==> config.mk <==
export PLATFORM = sky130hd
export DESIGN_NAME = hb_addr_decode
export DESIGN_NICKNAME = d
export VERILOG_FILES = /design/src/rtl/hb_addr_decode.sv
export SDC_FILE = /design/constraint.sdc
export NUM_CORES = 1
export LEC_CHECK = 0
export BUFFER_PORTS_ARGS = -buffer_cell sky130_fd_sc_hd__clkbuf_2
export CAP_MARGIN = 10
export CELL_PAD_IN_SITES_DETAIL_PLACEMENT = 1
export CELL_PAD_IN_SITES_GLOBAL_PLACEMENT = 2
export CORE_MARGIN = 4
export CORE_UTILIZATION = 41
export DETAILED_ROUTE_END_ITERATION = 10
export PLACE_DENSITY = 0.85
export SETUP_SLACK_MARGIN = 0.05
export SYNTH_ARGS = -nofsm -noshare
export SYNTH_HDL_FRONTEND = slang
export SYNTH_SLANG_ARGS = --single-unit
==> constraint.sdc <==
create_clock -name clk -period 6.7 [get_ports clk]
set_input_delay 1.34 -clock clk [delete_from_list [all_inputs] [get_ports clk]]
set_output_delay 1.34 -clock clk [all_outputs]
set_load 0.01 [all_outputs]
==> src/rtl/hb_addr_decode.sv <==
module hb_addr_decode #(
  parameter int ADDR_W  = 36,
  parameter bit PRIMARY = 1'b1
) (
  input  logic              clk,
  input  logic              rst_n,
  input  logic              cfg_we,
  input  logic [2:0]        cfg_idx,
  input  logic [31:0]       cfg_wdata,
  input  logic [ADDR_W-1:0] addr,
  input  logic              is_write,
  output logic              claim,
  output logic [2:0]        region
);
  localparam int MB_W = ADDR_W - 20;
  localparam int NBLK = 14;
  localparam logic [2*NBLK-1:0] LEG_RST = PRIMARY ? (2*NBLK)'(3) << (2*NBLK-2) : '0;
  localparam logic [ADDR_W-17:0] APIC_PAGE = 'hFEC0;
  localparam logic [ADDR_W-22:0] BIOS_TOP  = 'h7FF;

  logic [2*NBLK-1:0] legacy_attr;
  logic              fb_en, mg_en, hg_en, apic_en, hbios_en;
  logic [2:0]        fb_sz, mg_sz;
  logic [MB_W-1:0]   fb_base, mg_base, hg_start, hg_end;

  always_ff @(posedge clk or negedge rst_n) begin
    if (!rst_n) begin
      legacy_attr <= LEG_RST;
      fb_en <= 1'b0; fb_sz <= '0; fb_base <= '0;
      mg_en <= 1'b0; mg_sz <= '0; mg_base <= '0;
      hg_en <= 1'b0; hg_start <= '0; hg_end <= '0;
      apic_en <= 1'b0; hbios_en <= 1'b0;
    end else if (cfg_we) begin
      case (cfg_idx)
        3'd0: legacy_attr <= cfg_wdata[2*NBLK-1:0];
        3'd1: begin fb_en <= cfg_wdata[0]; fb_sz <= cfg_wdata[3:1]; fb_base <= cfg_wdata[16 +: MB_W]; end
        3'd2: begin mg_en <= cfg_wdata[0]; mg_sz <= cfg_wdata[3:1]; mg_base <= cfg_wdata[16 +: MB_W]; end
        3'd3: begin hg_en <= cfg_wdata[0]; hg_start <= cfg_wdata[16 +: MB_W]; end
        3'd4: hg_end <= cfg_wdata[16 +: MB_W];
        3'd5: begin apic_en <= cfg_wdata[0]; hbios_en <= cfg_wdata[1]; end
        default: ;
      endcase
    end
  end

  function automatic logic gap_hit(input logic [MB_W-1:0] mb, input logic [MB_W-1:0] base,
                                   input logic [2:0] sz);
    logic [MB_W-1:0] m;
    m = {MB_W{1'b1}} << ((sz > 3'd5) ? 3'd5 : sz);
    return ((mb ^ base) & m) == '0;
  endfunction

  logic [MB_W-1:0] mb;
  logic            low1m, blk_ok, leg_hit, apic_m, bios_m, fb_m, mg_m, hg_m;
  logic [3:0]      blk;
  logic [1:0]      attr;

  assign mb    = addr[ADDR_W-1:20];
  assign low1m = (mb == '0);

  always_comb begin
    blk    = 4'd0;
    blk_ok = 1'b1;
    case (addr[19:16])
      4'h8, 4'h9: blk = 4'd0;
      4'hC, 4'hD: blk = 4'd1 + {1'b0, addr[16], addr[15:14]};
      4'hE:       blk = 4'd9 + {2'b00, addr[15:14]};
      4'hF:       blk = 4'd13;
      default:    blk_ok = 1'b0;
    endcase
  end

  assign attr    = legacy_attr[{blk, 1'b0} +: 2];
  assign leg_hit = blk_ok && (is_write ? attr[1] : attr[0]);
  assign apic_m  = apic_en  && (addr[ADDR_W-1:16] == APIC_PAGE);
  assign bios_m  = hbios_en && (addr[ADDR_W-1:21] == BIOS_TOP);
  assign fb_m    = fb_en && gap_hit(mb, fb_base, fb_sz);
  assign mg_m    = mg_en && gap_hit(mb, mg_base, mg_sz);
  assign hg_m    = hg_en && (mb >= hg_start) && (mb <= hg_end);

  always_comb begin
    if (low1m)       region = leg_hit ? 3'd1 : 3'd0;
    else if (apic_m) region = 3'd5;
    else if (bios_m) region = 3'd6;
    else if (fb_m)   region = 3'd2;
    else if (mg_m)   region = 3'd3;
    else if (hg_m)   region = 3'd4;
    else             region = 3'd0;
  end

  assign claim = (region != 3'd0);

  AST_LOW_BASE: assert property (@(posedge clk) disable iff (!rst_n)
    (addr[ADDR_W-1:19] == '0) |-> !claim);
  AST_VGA_HOLE: assert property (@(posedge clk) disable iff (!rst_n)
    (addr[ADDR_W-1:17] == 'd5) |-> !claim);
  AST_LEGACY_LOW: assert property (@(posedge clk) disable iff (!rst_n)
    (region == 3'd1) |-> low1m);
  AST_APIC_WIN: assert property (@(posedge clk) disable iff (!rst_n)
    apic_m && !low1m |-> claim && region == 3'd5);
  AST_REGION_LEGAL: assert property (@(posedge clk) disable iff (!rst_n)
    claim |-> region <= 3'd6);
  AST_CFG_HOLD: assert property (@(posedge clk) disable iff (!rst_n)
    !$past(cfg_we) |-> $stable(legacy_attr) && $stable(hg_start) && $stable(apic_en));
endmodule

* Yosys cells after proc, flatten, opt, wreduce, memory -nomap -nowiden
Cells that the tools add are included.
** Cells by class
- Add/subtract/negate cells :: 2
- Magnitude comparators :: 4
- Eq/ne operators :: 13
- Shifts and indexed selects :: 3
- Muxes and demuxes :: 12
- Bitwise operators :: 4
- Reduce and logical (&&, ||, !) cells :: 20
** Operators by type and width (number)
- $logic_not 16->1 :: 3
- $and 16x16->16 :: 2
- $shl 16x3->16 const A :: 2
- $xor 16x16->16 :: 2
- $shiftx 28x6->2 :: 1
- $eq 4x4->1 const B :: 6
- $mux 3 :: 8
- $eq 20x16->1 const B :: 1
- $ge 16x16->1 :: 1
- $le 16x16->1 :: 1
- $eq 15x11->1 const B :: 1
- $pmux 4 s3 :: 1
- $reduce_and 2->1 :: 6
- $logic_and 1x1->1 :: 7
- $eq 3x2->1 const B :: 2
- $eq 3x3->1 const B :: 2
- $gt 3x3->1 const B :: 2
- $reduce_or 6->1 :: 1
- $add 1x3->4 const A :: 1
- $add 4x2->4 const A :: 1
- $eq 3x1->1 const B :: 1
- $logic_not 3->1 :: 1
- $mux 1 :: 3
- $reduce_bool 3->1 :: 1
- $reduce_or 2->1 :: 1
** Storage, ports and cells
- Register bits after elaboration :: 103
- Bits of input ports :: 75
- Output and inout port bits :: 4
- Logic and storage cells :: 70

* Logic depth before layout (Yosys ltp)
- Depth after elaboration :: 12
- Depth in mapped cells :: 9
- Depth with buffers taken out :: 9

* Worst setup path before layout
Ideal clock, no wire load.
- Path kind :: input to output
- Start :: in addr[31]
- End :: out claim
- Data arrival time :: 3267 ps
- Data required time :: 5360 ps
- Path slack :: 2093 ps
- Cell stages on the path :: 7
- Path buffers :: 0
- Cell sequence :: xor2_1 -> nor4_2 -> nand2_1 -> or4_4 -> and4_4 -> a311o_1 -> or3_1
** Between the ends
- Longest elaborated chain between the ends :: 10
- Elaborated cells on any way between the ends :: 24
- Classes of those cells :: 2 x order compare; 2 x eq/ne; 6 x mux; 4 x bitwise; 10 x reduce/logical
** Ends and longest elaborated chain
- start, declared :: line 10 : input logic [ADDR_W-1:0] addr,
- $ge 16x16->1 or $xor 16x16->16 (tied branches) :: line 79, 50
- $logic_and 1x1->1 or $and 16x16->16 (tied branches) :: line 79, 50
- $logic_and 1x1->1 or $logic_not 16->1 (tied branches) :: line 79, 50
- $mux 3 or $logic_and 1x1->1 (tied branches) :: line 87, 78
- $mux 3 :: line 86 : else if (mg_m) region = 3'd3;
- $mux 3 :: line 85 : else if (fb_m) region = 3'd2;
- $mux 3 :: line 84 : else if (bios_m) region = 3'd6;
- $mux 3 :: line 83 : else if (apic_m) region = 3'd5;
- $mux 3 (*) :: line 82 : if (low1m) region = leg_hit ? 3'd1 : 3'd0;
- named net region[2] :: line 13 : output logic [2:0] region
- $reduce_bool 3->1 (*) :: line 91 : assign claim = (region != 3'd0);
- end, declared :: line 12 : output logic claim,
The timed path passes the listed nets; every way through them passes the cells marked *.

* Worst setup path after layout
- Start :: in addr[14]
- End :: out claim
** Between the ends
- Longest elaborated chain between the ends :: 8
- Elaborated cells on any way between the ends :: 9
- Classes of those cells :: 2 x add/sub; 1 x shift; 4 x mux; 2 x reduce/logical
** Ends and longest elaborated chain
- $add 4x2->4 or $add 1x3->4 (tied branches) :: line 67, 66
- $pmux 4 s3 (*) :: line 64 : case (addr[19:16])
- $shiftx 28x6->2 (*) :: line 73 : assign attr = legacy_attr[{blk, 1'b0} +: 2];
- $mux 1 (*) :: line 74 : assign leg_hit = blk_ok && (is_write ? attr[1] : attr[0]);
- $logic_and 1x1->1 (*) :: line 74
- $mux 1 (*) :: line 82
- $mux 3 (*) :: line 82
- $reduce_bool 3->1 (*) :: line 91
Every way passes the cells marked *; elsewhere a longest branch is shown, timed or not.

==> impl_results.md <==
* Post-cts hold buffer count at 0
* Final-stage net count at 659
* CP Capture Type: output pin
* Htree depth at 3
* CP Buf/Inv Count at 2
* Maximum vdd drop at 0.172 mV
* Layout cells sized above 1 at 17.6%
* IO buf count at 64
* Startpoint Class: primary input
* Ant. Diodes at 0
* Synth unique cells at 54
* Post-route minimum period at 5.27 ns
* Crit path cell chain: clkbuf_2 > ha_1 > nor2b_1 > a211oi_1 > a21oi_1 > a221oi_1 > o21ai_0 > a32o_1 > or3_1 > clkbuf_2
* Num CTS Buffers at 9
* Area Overhead vs Synth at 14.4%
* HP Class: register to register
* Filler cells at 1,481
* Worst-margin pin slew at 1.09 ns
* Row cnt at 42
* Syn Nets at 595
* Placed insts at 716
* Number of global-route vias before repair at 4,277
* Final Hold Viols at 0
* Slowest CP cell: a211oi_1
* Comb pwr share at 23.5%
* Seq/Total Area, Yosys at 46.5%
* Synthesized area at 0.00555 mm^2
* Die Span Y at 124 um
* Setup violations, final at 0
* Hold Worst Slack at 0.485 ns
* Most frequent CP cell: clkbuf_2
* Setup_tns at 0 ns
* Routed WL at 14,400 um
* Crit path arrival time at 3.93 ns
* Overall Global Routing Usage at 19.2%
* Kind of critical path: primary input to output pin
* Slew Limit Fails at 0
* Most frequent cells in the layout: dfrtp_1, mux2_1, clkbuf_2, inv_1, ha_1
* Core Footprint at 0.0132 mm^2
* CP peak stage delay at 0.54 ns
* Skew-Pair Late Insertion Delay at 0.35 ns
* Final Cycle Share at 78.7%
* Number of cells on the worst reg-to-reg path at 1
* Share of power burned in registers at 48.3%
* Clock skew at 0 ns
* Fin cells at 732
* Initial antenna violation count at 0
* Reg clk slew, reported paths at 0.06 ns
* Sw Share at 29.8%
* GP Congestion at 0.869
* CTS root buf: clkbuf_16
* Clock buffer depth at 2
* RSZ-0062 raised after global routing: no
* Number of DRC markers in iteration 0 at 200
* Dominant synthesized flop cell: dfrtp_1
* Worst hold path depth at 1
* Yosys warnings at 0
* Detail Placement HPWL at 10,900 um
* Internal power at 0.00121 W
* GRT overflow at 0
* Cells after Synth at 487
* Initial Utilization at 41.9%
* Outcome: finished clean
* Top Family by Delay on Critical Path: compound AO/OA/AOI/OAI gates
* Leading cell type in the layout, fill and taps excluded: dfrtp_1
* Number of placed I/O pins at 79
* CTS resizes at 0
* Post-route DRC violation count at 0
* Maxcap violations at 0
* Clk sink count at 103
* EDFF count, synth at 0
* Post-synthesis average cell area at 11.4 um^2
* First-pass GRT wire length at 23,500 um
* Max_slew headroom at 27.2%
* Avg WL per Cell at 19.6 um
* Routed vias/inst at 5.48
* Asr flop ratio synth at 100%
* P_leak at 2.92 nW
* Vias at 4,009
* CTS tree: done
* Die area at 0.0155 mm^2
* Critical path required time at 5.36 ns
* Largest net degree at the start of global routing at 75
* Critical path fanouts, max at 10
* Clock group share of total power at 28.2%
* Stages on worst setup path at 10
* Routed Antenna Nets at 0
* Width of the die at 124 um
* Psw at 0.000516 W
* Power density cells at 272 mW/mm^2
* Post-CTS setup buffers at 0
* Flops & latches, synth at 103
* First-pass detailed-route iteration total at 4
* Highest Clock Rate at 190 MHz
-- layer usage --
metal  GRT usage [%]  part of all wire [%]  vias to the layer above  wire length, um
li1                -                     -                     1884                -
met1            25.4                    46                     2037             6600
met2            32.3                    49                       71             7110
met3            4.33                   3.3                       17              477
met4            4.13                   1.3                        0              191
met5               0                     0                        -                0
-- power by group through the flow --
stage	combinational (W)	clock [W]	sequential, W
floorplan	0.000277	0	0.000820
global placement	0.000385	0	0.000836
detailed placement	0.000408	0	0.000847
CTS	0.000414	0.000503	0.000837
global route	0.000462	0.000532	0.000851
finish	0.000407	0.000487	0.000836
-- synth_stat cells (all sizes together), types with 5 or more instances --
library cell	n	area, um^2
nor4	7	56.3
ha	33	413
xor2	12	105
nor2	8	30.0
mux2i	6	60.1
dfrtp	101	2530
xnor2	20	175
buf	7	31.3
nand4	13	81.3
nand3	5	25.0
inv	37	139
mux2	88	991
clkbuf	8	30.0
nor3	8	40.0
o21ai	29	145
a21oi	15	75.1
a211oi	5	37.5
nand2	31	116
a211o	5	43.8
and3	5	31.3
-- state kept, by name, indices dropped and copies added (netlist names), 3 cells and up --
register / cells
fb_sz: 3
hg_start: 16
mg_sz: 3
mg_base: 16
hg_end: 16
fb_base: 16
legacy_attr: 28
-- final timing paths --
path / startpoint / endpoint / slack [ns]
max: addr[14] / claim / 1.43
min: legacy_attr[7] / legacy_attr[7] / 0.49
max reg2reg: mg_sz[1] / mg_sz[1] / 5.84
min reg2reg: legacy_attr[7] / legacy_attr[7] / 0.49
max in group asynchronous: rst_n / legacy_attr[2] / 4.46
min in group asynchronous: rst_n / hg_start[2] / 0.92
-- cell type report --
cell class | count | area (um^2) | area share (%)
well taps | 176 | 220 | 3.47
inverters | 37 | 139 | 2.19
clock buffers | 10 | 239 | 3.77
repair buffers | 68 | 353 | 5.56
multi-input cells | 332 | 2780 | 43.8
clock inverters | 6 | 36.3 | 0.572
flip-flops and latches | 103 | 2580 | 40.6
-- cells by family (layout without fill, tap and decap cells) --
group           after synthesis  after routing  synth area share [%]
xor+xnor                     32             32                  5.05
compound gates               82             82                  9.65
buf+inv                      52            121                  3.61
flops                       103            103                  46.5
fa+ha+maj                    33             33                  7.44
mux                          94             94                  18.9
simple gates                 91             91                  8.80
-- per-stage QoR --
stage	total power [W]	area (um^2)	setup WS [ns]	utilization [%]
3_5_place_dp	0.00126	6070	1.47	45.9
6_report	0.00173	6350	1.43	47.9
2_1_floorplan	0.00110	5550	2.09	-
5_1_grt	0.00185	6350	1.26	47.9
3_3_place_gp	0.00122	6070	1.51	45.9
4_1_cts	0.00175	6350	1.47	47.9
Power figures use the tool's default switching activity.
